[src/rtl/eng_run_ctrl_pkg.sv]
// Shared constants for the engine run control register.
// Assumes the three per-engine fields are packed contiguously from bit 0.
package eng_run_ctrl_pkg;
    localparam int unsigned ENG_COUNT = 4;
    localparam int unsigned REG_W     = 32;
    // Field order: run mask, then state-clear, then divider-restart.
    localparam int unsigned FIELD_COUNT = 3;
endpackage

[src/rtl/erc_wr_decode.sv]
// Splits a host write into a run-mask load and the two strobe request vectors.
// Assumes fields are N_ENG wide and packed from bit 0; upper bits are reserved.
module erc_wr_decode #(
    parameter int unsigned N_ENG  = 4,
    parameter int unsigned DATA_W = 32
) (
    input  logic              wr_en,
    input  logic [DATA_W-1:0] wr_data,
    output logic              mask_ld,
    output logic [N_ENG-1:0]  mask_val,
    output logic [N_ENG-1:0]  clr_req,
    output logic [N_ENG-1:0]  rst_req
);
    localparam int unsigned CLR_LSB = N_ENG;
    localparam int unsigned RST_LSB = 2 * N_ENG;
    localparam int unsigned USED_W  = 3 * N_ENG;

    // Reserved write bits are consumed here only so they feed nothing.
    logic unused_reserved;
    assign unused_reserved = ^wr_data[DATA_W-1:USED_W];

    // Field extraction; strobe requests exist only during a write.
    always_comb begin
        mask_ld  = wr_en;
        mask_val = wr_data[N_ENG-1:0];
        clr_req  = wr_en ? wr_data[CLR_LSB +: N_ENG] : '0;
        rst_req  = wr_en ? wr_data[RST_LSB +: N_ENG] : '0;
    end
endmodule

[src/rtl/erc_mask_reg.sv]
// Persistent per-engine run mask, overwritten as a whole on each load.
// Assumes a synchronous active-low reset to all-halted.
module erc_mask_reg #(
    parameter int unsigned N_ENG = 4
) (
    input  logic             clk,
    input  logic             rst_n,
    input  logic             ld,
    input  logic [N_ENG-1:0] val,
    output logic [N_ENG-1:0] mask
);
    // Load the mask on a write, hold it otherwise.
    always_ff @(posedge clk) begin
        if (!rst_n)  mask <= '0;
        else if (ld) mask <= val;
    end

    // the mask holds when no load arrives.
    a_r3_mask_holds: assert property (@(posedge clk) disable iff (!rst_n)
        !ld |=> $stable(mask));
    // a load shows up on the next edge.
    a_r2_mask_loads: assert property (@(posedge clk) disable iff (!rst_n)
        ld |=> (mask == $past(val)));
endmodule

[src/rtl/erc_pulse_bank.sv]
// Bank of self-clearing one-cycle pulses, one per engine.
// Assumes requests are already qualified by a write; each request yields one pulse.
module erc_pulse_bank #(
    parameter int unsigned N_ENG = 4
) (
    input  logic             clk,
    input  logic             rst_n,
    input  logic [N_ENG-1:0] req,
    output logic [N_ENG-1:0] pulse
);
    for (genvar g = 0; g < N_ENG; g++) begin : g_bit
        // Register the request for exactly one cycle; it clears unless re-requested.
        always_ff @(posedge clk) begin
            if (!rst_n) pulse[g] <= 1'b0;
            else        pulse[g] <= req[g];
        end

        // a request produces a pulse on the next cycle.
        a_r4_req_pulses: assert property (@(posedge clk) disable iff (!rst_n)
            req[g] |=> pulse[g]);
        // without a fresh request the pulse drops after one cycle.
        a_r9_self_clear: assert property (@(posedge clk) disable iff (!rst_n)
            !req[g] |=> !pulse[g]);
    end
endmodule

[src/rtl/eng_run_ctrl.sv]
// Run control register for a group of execution engines: a persistent run
// mask plus write-one state-clear and divider-restart strobes.
// Assumes a single-register port (no address) and a synchronous active-low reset.
module eng_run_ctrl
    import eng_run_ctrl_pkg::*;
#(
    parameter int unsigned N_ENG  = ENG_COUNT,
    parameter int unsigned DATA_W = REG_W
) (
    input  logic              clk,
    input  logic              rst_n,
    input  logic              wr_en,
    input  logic [DATA_W-1:0] wr_data,
    output logic [DATA_W-1:0] rd_data,
    output logic [N_ENG-1:0]  run_en,
    output logic [N_ENG-1:0]  state_clr,
    output logic [N_ENG-1:0]  div_restart
);
    localparam int unsigned USED_W = FIELD_COUNT * N_ENG;

    logic             mask_ld;
    logic [N_ENG-1:0] mask_val;
    logic [N_ENG-1:0] clr_req;
    logic [N_ENG-1:0] rst_req;

    erc_wr_decode #(.N_ENG(N_ENG), .DATA_W(DATA_W)) u_dec (
        .wr_en   (wr_en),
        .wr_data (wr_data),
        .mask_ld (mask_ld),
        .mask_val(mask_val),
        .clr_req (clr_req),
        .rst_req (rst_req)
    );

    erc_mask_reg #(.N_ENG(N_ENG)) u_mask (
        .clk  (clk),
        .rst_n(rst_n),
        .ld   (mask_ld),
        .val  (mask_val),
        .mask (run_en)
    );

    erc_pulse_bank #(.N_ENG(N_ENG)) u_clr (
        .clk  (clk),
        .rst_n(rst_n),
        .req  (clr_req),
        .pulse(state_clr)
    );

    erc_pulse_bank #(.N_ENG(N_ENG)) u_div (
        .clk  (clk),
        .rst_n(rst_n),
        .req  (rst_req),
        .pulse(div_restart)
    );

    // Readback: the run mask only; strobe and reserved fields read as zero.
    always_comb begin
        rd_data = '0;
        rd_data[N_ENG-1:0] = run_en;
    end

    // reset empties every output.
    a_r1_reset_clears: assert property (@(posedge clk)
        !rst_n |=> (run_en == '0 && state_clr == '0 && div_restart == '0));
    // nothing above the run mask reads back.
    a_r6_readback_zero: assert property (@(posedge clk) disable iff (!rst_n)
        rd_data[DATA_W-1:N_ENG] == '0);
    // no strobe without a preceding write.
    a_r4_no_stray_strobe: assert property (@(posedge clk) disable iff (!rst_n)
        !wr_en |=> (state_clr == '0 && div_restart == '0));
    // a clear and a mask change in one write land together.
    a_r8_same_cycle: assert property (@(posedge clk) disable iff (!rst_n)
        (wr_en && wr_data[2*N_ENG-1:N_ENG] != '0) |=>
            (state_clr != '0 && run_en == $past(wr_data[N_ENG-1:0])));
    // reserved write bits alone change no strobe.
    a_r7_reserved_inert: assert property (@(posedge clk) disable iff (!rst_n)
        (wr_en && wr_data[USED_W-1:N_ENG] == '0) |=>
            (state_clr == '0 && div_restart == '0));
endmodule

[config.mk]
export PLATFORM = sky130hd
export DESIGN_NAME = eng_run_ctrl
export DESIGN_NICKNAME = d
export VERILOG_FILES = /design/src/rtl/eng_run_ctrl_pkg.sv /design/src/rtl/erc_wr_decode.sv /design/src/rtl/erc_mask_reg.sv /design/src/rtl/erc_pulse_bank.sv /design/src/rtl/eng_run_ctrl.sv
export SDC_FILE = /design/constraint.sdc
export NUM_CORES = 1
export LEC_CHECK = 0
export BUFFER_PORTS_ARGS = -buffer_cell sky130_fd_sc_hd__buf_2
export CAP_MARGIN = 20
export CORE_MARGIN = 1.5
export CORE_UTILIZATION = 35
export CTS_CLUSTER_DIAMETER = 80
export DETAILED_ROUTE_END_ITERATION = 16
export PLACE_DENSITY = 0.94
export SYNTH_ARGS = -nofsm -noshare
export SYNTH_HDL_FRONTEND = slang
export SYNTH_HIERARCHICAL = 1
export SYNTH_SLANG_ARGS = --single-unit
[constraint.sdc]
create_clock -name clk -period 1.3 [get_ports clk]
set_clock_uncertainty 0.15 [all_clocks]
set_input_delay 0.065 -clock clk [delete_from_list [all_inputs] [get_ports clk]]
set_output_delay 0.065 -clock clk [all_outputs]
set_load 0.01 [all_outputs]
==> impl_metrics.tcl <==
set metrics [dict create \
    fin_crit_sh 0.785 \
    postPlaceCellArea_um2 692 \
    crit_path_end_kind "flip-flop" \
    fmax_mhz 980 \
    synth_largest_area_cell "buf_4" \
    die_w_um 47.7 \
    final_util 0.476 \
    crit_type "input pin to flip-flop" \
    h-tree-depth 1 \
    multi_input_area_um2 270 \
    rsz0062_at_grt "false" \
    fin_crit_ns 1.02 \
    p_per_area_nw_per_um2 965 \
    synth_area_um2 698 \
    critPathRequiredTime_ns 1.31 \
    p_leak_nw 0.476 \
    finalHoldViolCount 0 \
    gp_congestion 0.560 \
    tritoncts "built" \
    grt_use_total 0.107 \
    port_buffers 30 \
    antenna_found_initial 0 \
    final_nets 147 \
    fp.dieH_um 47.7 \
    area_growth_pct 22.9 \
    final_cell_mix "buf_2, conb_1, and2_1, dlygate4sd3_1, dfxtp_1" \
    worst-path-buf-inv 2 \
    cp-start-kind "input pin" \
    fin_area_um2 858 \
    dp_hpwl_um 780 \
    cts_sinks 12 \
    clock_latency_ns 0.26 \
    yosysSeqAreaShare 0.344 \
    route.detailed.drc 0 \
    max_stage_delay_ns 0.55 \
    coreArea_um2 1800 \
    holdCritPathClass "input pin to flip-flop" \
    row_count 15 \
    drtAntennaViolNets 0 \
    cp_cell_sequence "dlygate4sd3_1 -> buf_2 -> and2_1 -> and2_1" \
    power_mw 0.828 \
    worst_path_max_delay_cell "dlygate4sd3_1" \
    cpLargestDelayFamily "buffers and inverters" \
    synth_cell_types 7 \
    fin_tns_setup_ns 0 \
    cts_buffer_depth 2 \
    dieArea_um2 2270 \
    cts_resized 0 \
    drv_slew 0 \
    yosysWarnings 6 \
    wl_um 1170 \
    r2r_slack_ns 0.51 \
    drt_iter0_drc 3 \
    max_cap_viol_count 0 \
    drt-vias-per-instance 3.51 \
    cts_root_buf "clkbuf_4" \
    worstPathMaxFanout 1 \
    clk_pin_slew_ns 0.07 \
    fillers 180 \
    cts_buffers 3 \
    regArea_um2 240 \
    ir_drop_uv 273 \
    cpMostUsedCell "and2_1" \
    cp.arrival_ns 1.03 \
    ys_ff_latch 12 \
    final_common_cell "buf_2" \
    grt_pass1_vias 393 \
    grt_pass1_wl_um 1630 \
    ff2ff_path_depth 2 \
    grt_max_degree 13 \
    outcome "finished clean" \
    drive_above_1_share 0.306 \
    synth_top_area_frac 0.398 \
    setup_viol 0 \
    gr-total-overflow 0 \
    path_depth 4 \
    diodes 0 \
    synth_area_per_cell_um2 9.31 \
    ioPinCount 79 \
    hold_ws_ns 0.107 \
    synthCells 75 \
    dr.pass1.iters 2 \
    wl_per_cell_um 8.58 \
    min_path_cells 3 \
    synth_area_leaders "buf_4, dfxtp_1, and2_1" \
    vias 477 \
    initial_core_util 0.388 \
]
-- path summary, 6_finish.rpt --
check	end	startpoint
max	u_clr/pulse[3]	wr_data[7]
max reg2reg	u_mask/mask[0]	u_mask/mask[0]
min	u_mask/mask[3]	wr_en
min reg2reg	u_mask/mask[1]	u_mask/mask[1]
-- flip-flops by register name, indices dropped and copies added (netlist names) --
name,cells
u_clr/pulse,4
u_mask/mask,4
u_div/pulse,4
-- cells by family after synthesis --
family                 synth area share
buffers and inverters             0.414
DFF                               0.344
muxes                            0.0573
other                           0.00537
and+or+nand+nor                   0.179
-- worst min-delay path, cell delays in order --
cell and delay [ns]:
buf_2 0.18, mux2i_1 0.17, nor2b_1 0.05
-- power by group --
part	switching, mW	internal [mW]
Sequential	0.00693	0.385
Clock	0.107	0.170
Combinational	0.0850	0.0753
Total	0.198	0.630
-- area by class of cell --
| type | count | share of cell area |
|---|---|---|
| well taps | 25 | 0.0364 |
| clock buffers | 4 | 0.0423 |
| flip-flops and latches | 12 | 0.280 |
| multi-input cells | 52 | 0.315 |
| repair buffers | 43 | 0.327 |
-- cells in the mapped netlist, drive strengths merged --
master	instances
nor2b	4
mux2i	4
and2	16
dfxtp	12
conb	1
buf	38
-- what timing repair did --
item,4_1_cts,5_1_grt
setup buffers,0,0
hold endpoints to repair,12,0
hold buffers,13,0
-- routing by layer --
| layer | share of wire | GRT usage |
|---|---|---|
| met2 | 0.53 | 0.208 |
| met3 | 0.099 | 0.0377 |
| met4 | 0 | 0.0486 |
| met1 | 0.37 | 0.0977 |
| met5 | 0 | 0 |
-- metrics by stage --
step | setup WS, ns | std cells
2_1_floorplan | 0.540 | 102
3_3_place_gp | 0.490 | 119
3_5_place_dp | 0.450 | 119
4_1_cts | 0.313 | 136
5_1_grt | 0.262 | 136
6_report | 0.280 | 136
Note: power is estimated with default switching activity, not from simulation.
